==> src/rtl/rbc_pkg.sv <==
package rbc_pkg;
  // Contiguous run of w ones starting at bit lo (port bit order).
  function automatic logic [63:0] span_mask(input int lo, input int w);
    logic [63:0] m;
    m = '0;
    for (int i = 0; i < 64; i++)
      if (i >= lo && i < lo + w) m[i] = 1'b1;
    return m;
  endfunction
endpackage

==> src/rtl/rbc_mask_gen.sv <==
module rbc_mask_gen #(
  parameter int ADDR_W = 32,
  parameter int OFF_W  = 2,
  parameter int COL_W  = 9,
  parameter int ROW_W  = 13,
  parameter int BANK_W = 2
) (
  input  logic              mask_ovr,
  input  logic [ADDR_W-1:0] row_mask_in,
  input  logic [ADDR_W-1:0] bank_mask_in,
  output logic [ADDR_W-1:0] row_mask,
  output logic [ADDR_W-1:0] bank_mask
);
  import rbc_pkg::*;
  localparam int ROW_LO  = OFF_W + COL_W;
  localparam int BANK_LO = ROW_LO + ROW_W;
  localparam logic [63:0] ROW_DEF64  = span_mask(ROW_LO, ROW_W);
  localparam logic [63:0] BANK_DEF64 = span_mask(BANK_LO, BANK_W);
  localparam logic [ADDR_W-1:0] ROW_DEF  = ROW_DEF64[ADDR_W-1:0];
  localparam logic [ADDR_W-1:0] BANK_DEF = BANK_DEF64[ADDR_W-1:0];

  always_comb begin
    row_mask  = mask_ovr ? row_mask_in  : ROW_DEF;
    bank_mask = mask_ovr ? bank_mask_in : BANK_DEF;
  end
endmodule

==> src/rtl/rbc_field_split.sv <==
module rbc_field_split #(
  parameter int ADDR_W = 32,
  parameter int OFF_W  = 2,
  parameter int COL_W  = 9,
  parameter int ROW_W  = 13,
  parameter int BANK_W = 2
) (
  input  logic              clk,
  input  logic              rst,
  input  logic              cmd_valid,
  input  logic [ADDR_W-1:0] cmd_addr,
  output logic [COL_W-1:0]  col_field,
  output logic [ROW_W-1:0]  row_field,
  output logic [BANK_W-1:0] bank_field
);
  localparam int ROW_LO  = OFF_W + COL_W;
  localparam int BANK_LO = ROW_LO + ROW_W;

  always_ff @(posedge clk) begin
    if (rst) begin
      col_field  <= '0;
      row_field  <= '0;
      bank_field <= '0;
    end else if (cmd_valid) begin
      col_field  <= cmd_addr[OFF_W +: COL_W];
      row_field  <= cmd_addr[ROW_LO +: ROW_W];
      bank_field <= cmd_addr[BANK_LO +: BANK_W];
    end
  end

  // fields hold when no command is accepted
  a_r12_fields_hold: assert property (@(posedge clk) disable iff (rst)
    !cmd_valid |=> $stable(col_field) && $stable(row_field) && $stable(bank_field));
endmodule

==> src/rtl/rbc_compare.sv <==
module rbc_compare #(
  parameter int ADDR_W = 32
) (
  input  logic              clk,
  input  logic              rst,
  input  logic              cmd_valid,
  input  logic [ADDR_W-1:0] cmd_addr,
  input  logic [ADDR_W-1:0] row_mask,
  input  logic [ADDR_W-1:0] bank_mask,
  output logic              row_conflict,
  output logic              bank_conflict
);
  logic [ADDR_W-1:0] prev_q;
  logic              have_prev_q;
  logic [ADDR_W-1:0] diff;
  logic              row_hit, bank_hit;

  always_comb begin
    diff     = cmd_addr ^ prev_q;
    row_hit  = !have_prev_q || (|(diff & row_mask));
    bank_hit = !have_prev_q || (|(diff & bank_mask));
  end

  always_ff @(posedge clk) begin
    if (rst) begin
      prev_q        <= '0;
      have_prev_q   <= 1'b0;
      row_conflict  <= 1'b0;
      bank_conflict <= 1'b0;
    end else if (cmd_valid) begin
      prev_q        <= cmd_addr;
      have_prev_q   <= 1'b1;
      row_conflict  <= row_hit;
      bank_conflict <= bank_hit;
    end
  end

  a_r6_first_opens: assert property (@(posedge clk) disable iff (rst)
    cmd_valid && !have_prev_q |=> row_conflict && bank_conflict);
  a_r9_prev_hold: assert property (@(posedge clk) disable iff (rst)
    !cmd_valid |=> $stable(prev_q) && $stable(have_prev_q));
  a_r12_flags_hold: assert property (@(posedge clk) disable iff (rst)
    !cmd_valid |=> $stable(row_conflict) && $stable(bank_conflict));
endmodule

==> src/rtl/rowbank_conflict_detect.sv <==
module rowbank_conflict_detect #(
  parameter int ADDR_W = 32,
  parameter int DATA_W = 32,
  parameter int COL_W  = 9,
  parameter int ROW_W  = 13,
  parameter int BANK_W = 2
) (
  input  logic              clk,
  input  logic              rst,
  input  logic              cmd_valid,
  input  logic [ADDR_W-1:0] cmd_addr,
  input  logic              mask_ovr,
  input  logic [ADDR_W-1:0] row_mask_in,
  input  logic [ADDR_W-1:0] bank_mask_in,
  output logic              out_valid,
  output logic              row_conflict,
  output logic              bank_conflict,
  output logic [COL_W-1:0]  col_field,
  output logic [ROW_W-1:0]  row_field,
  output logic [BANK_W-1:0] bank_field
);
  localparam int OFF_W = $clog2(DATA_W / 8);

  logic [ADDR_W-1:0] row_mask, bank_mask;

  rbc_mask_gen #(.ADDR_W(ADDR_W), .OFF_W(OFF_W), .COL_W(COL_W),
                 .ROW_W(ROW_W), .BANK_W(BANK_W)) u_mask (
    .mask_ovr(mask_ovr), .row_mask_in(row_mask_in), .bank_mask_in(bank_mask_in),
    .row_mask(row_mask), .bank_mask(bank_mask));

  rbc_compare #(.ADDR_W(ADDR_W)) u_cmp (
    .clk(clk), .rst(rst), .cmd_valid(cmd_valid), .cmd_addr(cmd_addr),
    .row_mask(row_mask), .bank_mask(bank_mask),
    .row_conflict(row_conflict), .bank_conflict(bank_conflict));

  rbc_field_split #(.ADDR_W(ADDR_W), .OFF_W(OFF_W), .COL_W(COL_W),
                    .ROW_W(ROW_W), .BANK_W(BANK_W)) u_split (
    .clk(clk), .rst(rst), .cmd_valid(cmd_valid), .cmd_addr(cmd_addr),
    .col_field(col_field), .row_field(row_field), .bank_field(bank_field));

  always_ff @(posedge clk) begin
    if (rst) out_valid <= 1'b0;
    else     out_valid <= cmd_valid;
  end

  a_r2_valid_follows: assert property (@(posedge clk) disable iff (rst)
    cmd_valid |=> out_valid);
  a_r2_valid_idle: assert property (@(posedge clk) disable iff (rst)
    !cmd_valid |=> !out_valid);
  a_r3_col_decode: assert property (@(posedge clk) disable iff (rst)
    cmd_valid |=> col_field == $past(cmd_addr[OFF_W +: COL_W]));
endmodule

==> config.mk <==
export PLATFORM = sky130hd
export DESIGN_NAME = rowbank_conflict_detect
export DESIGN_NICKNAME = d
export VERILOG_FILES = /design/src/rtl/rbc_pkg.sv /design/src/rtl/rbc_mask_gen.sv /design/src/rtl/rbc_field_split.sv /design/src/rtl/rbc_compare.sv /design/src/rtl/rowbank_conflict_detect.sv
export SDC_FILE = /design/constraint.sdc
export NUM_CORES = 1
export LEC_CHECK = 0
export CELL_PAD_IN_SITES_DETAIL_PLACEMENT = 0
export CELL_PAD_IN_SITES_GLOBAL_PLACEMENT = 1
export CORE_MARGIN = 2
export CORE_UTILIZATION = 47
export CTS_CLUSTER_DIAMETER = 50
export DETAILED_ROUTE_END_ITERATION = 6
export DONT_BUFFER_PORTS = 1
export PLACE_DENSITY = 0.86
export SLEW_MARGIN = 30
export SYNTH_ARGS = -nofsm -noshare
export SYNTH_HDL_FRONTEND = slang
export SYNTH_SLANG_ARGS = --single-unit
==> constraint.sdc <==
create_clock -name clk -period 2.2 [get_ports clk]
set_input_delay 0.44 -clock clk [delete_from_list [all_inputs] [get_ports clk]]
set_output_delay 0.44 -clock clk [all_outputs]
set_load 0.01 [all_outputs]
==> results.yml <==
status:
  status: "completed"
synthesis:
  synth_xor_xnor_area_share: 0.137
  async_flop_share: 0
  syn_area_per_cell_um2: 9.18
  ys.flop_type: "dfxtp_1"
  syn-num-nets: 328
  synth_top_family_by_area: "multiplexers"
  ys_seq_area_frac: 0.344
  synth_seq_cells: 36
  synth.area.mux_share: 0.153
  synth_adder_area_share: 0
  synth_cell_types: 25
  synth_compound_area_frac: 0.149
  ys_top_cells_by_area: "dfxtp_1, mux2i_1, xor2_1"
  synthSimpleGateAreaFrac: 0.108
  synth_top_cell_area_share: 0.344
  synth_top_area_cell: "dfxtp_1"
  synth-warning-count: 0
  synth_edf_count: 0
  syn-cell-area_um2: 2090
  synth_cells: 228
clocking:
  clockBufferDepth: 2
  clkTransAtPathRegs_ps: 70
  cts_made_buffers: 5
  htree_levels: 2
  holdBufCountCts: 0
  tritoncts: "done"
  cts_root_buf: "clkbuf_8"
  post_cts_buffers: 0
  clkLatencyLatePin_ps: 290
  cts.sinks: 36
  post_cts_resized: 0
critical_path:
  worst-r2r-cell-count: 6
  start_kind: "flip-flop"
  r2r-start: "u_split.col_field[4]"
  r2r_end: "u_cmp.bank_conflict"
  critPathMaxFanout: 3
  critPathRequiredTime_ps: 2370
  end_kind: "flip-flop"
  critical_path_class: "reg2reg"
  r2r_slack_ps: 460
  startpoint: "u_split.col_field[4]"
  endpoint: "u_cmp.bank_conflict"
  critPathArrivalTime_ps: 1920
grt:
  grt_max_degree: 39
  track_usage: 0.213
  grt_pass1_wl_um: 8000
  met3_usage: 0.0869
  overflow: 0
  busiest_layer: "met2"
  met2_usage: 0.343
  antenna_found_initial: 0
  grt_pass1_vias: 1557
  use_met1: 0.255
sta:
  fin_crit_sh: 0.793
  fmax_mhz: 573
  maxSlewHeadroom: 0.717
  setup_viol: 0
  slew_viol_final: 0
  fin_ws_ps: 456
  tns_ps: 0
  rsz0062_at_grt: "no"
  whs_ps: 214
  hold_viol: 0
  period_minus_slack_ps: 1740
  worstMarginPinSlew_ps: 423
  fin_skew_ps: 4.54
job:
  max_cap_violations: 0
cells_and_area:
  syn_to_final_growth_pct: -2.75
  fill_cells: 446
  diodes: 0
  multi_input_area_um2: 1150
  drive_above_1_share: 0.0644
  regArea_um2: 721
  layout.nets: 302
place:
  port_buffers: 0
  dp_slack_ps: 400
  gp_congestion: 0.783
  place_hpwl_um: 4300
die:
  num_io_pins: 127
  num_rows: 24
  core_um2: 4320
  die_h_um: 70.7
  die_w_um: 70.7
  dieArea_um2: 5000
  start_util: 0.484
power_and_ir_drop:
  p_leak_nw: 0.909
  powerDensity_nw_per_um2: 721
  irDropWorstVdd_mv: 0.358
detailed_routing:
  firstDrtPassIters: 4
  viasPerCell: 6.01
  num_vias: 1526
  drt_iter0_drc: 82
  routed_wl_um: 5360
  post-route-drc-count: 0
  wl_per_cell_um: 21.1
  ant_nets: 0
worst_hold_path:
  hold_path.class: "in2reg"
==> per-stage QoR <==
step | cell area [um^2] | total power, mW | instances | utilization
after detailed placement | 1940 | 0.978 | 247 | 0.448
after floorplan | 2090 | 0.979 | 228 | -
final | 2040 | 1.47 | 254 | 0.471
after global placement | 1940 | 0.973 | 247 | 0.448
after global routing | 2040 | 1.54 | 254 | 0.471
after CTS | 2040 | 1.49 | 254 | 0.471
==> cell type report <==
cell class                 count  area share
inverter                       2     0.00369
multi-input combinational    157       0.563
clock buffer                   7      0.0473
tap                           52      0.0320
sequential                    36       0.354
==> cells in the final DEF, fill, tap and decap left out, types with 5 or more instances in the layout <==
master	n
nand3_1	5
o21ai_0	11
clkbuf_8	7
o21ai_1	5
xor2_1	31
a22oi_1	10
nor2_1	36
mux2i_1	32
a22o_1	6
nand4_1	6
dfxtp_1	36
==> per-layer routing <==
| metal | share of wire | vias up |
|---|---|---|
| li1 | - | 731 |
| met3 | 0.11 | 9 |
| met5 | 0 | - |
| met1 | 0.42 | 703 |
| met4 | 0.015 | 0 |
| met2 | 0.46 | 83 |
==> worst max-delay path, stage by stage (launching register included) <==
cell and delay (ps):
dfxtp_1 360, xor2_1 210, a22o_1 250, a221oi_1 340
nand4_1 150, o31ai_1 220, a211oi_1 100
==> logic make-up (layout without fill, tap and decap cells) <==
logic type,count (synthesis),count (layout)
flops,36,36
xor+xnor,32,32
buf+inv,35,9
mux,32,32
simple gates,51,51
compound gates,42,42
==> flip-flops by register name, summed over array words and instances, names as in the netlist <==
name,count
u_split.bank_field,1
u_cmp.prev_q,11
u_split.row_field,12
u_cmp.row_conflict,1
out_valid,1
u_cmp.bank_conflict,1
u_cmp.have_prev_q,1
u_split.col_field,8
==> cells in the mapped netlist (2+ instances only) <==
library cell / instances
xor2_1: 31
nand4_1: 6
o21ai_0: 11
nor2_1: 36
o21ai_1: 5
dfxtp_1: 36
clkbuf_1: 5
a211oi_1: 2
buf_2: 4
a22o_1: 6
a221oi_1: 3
mux2i_1: 32
buf_4: 24
a221oi_2: 3
a22oi_1: 10
nand3_1: 5
==> worst min path at each step <==
stage	from	endpoint	slack (ps)	cells after the start
after detailed placement	u_cmp.have_prev_q	u_cmp.have_prev_q	480	2
final	rst	out_valid	210	1
after floorplan	u_cmp.have_prev_q	u_cmp.have_prev_q	450	2
after global placement	u_cmp.have_prev_q	u_cmp.have_prev_q	470	2
after CTS	rst	out_valid	200	1
after global routing	rst	u_split.col_field[2]	200	1
==> power breakdown <==
group	switching, mW	total [mW]	leakage, nW	internal [mW]
sequential	0.0507	0.743	0.298	0.692
clock	0.228	0.507	0.0503	0.279
combinational	0.109	0.218	0.561	0.109
No activity file was read; power rests on OpenSTA's default activity.
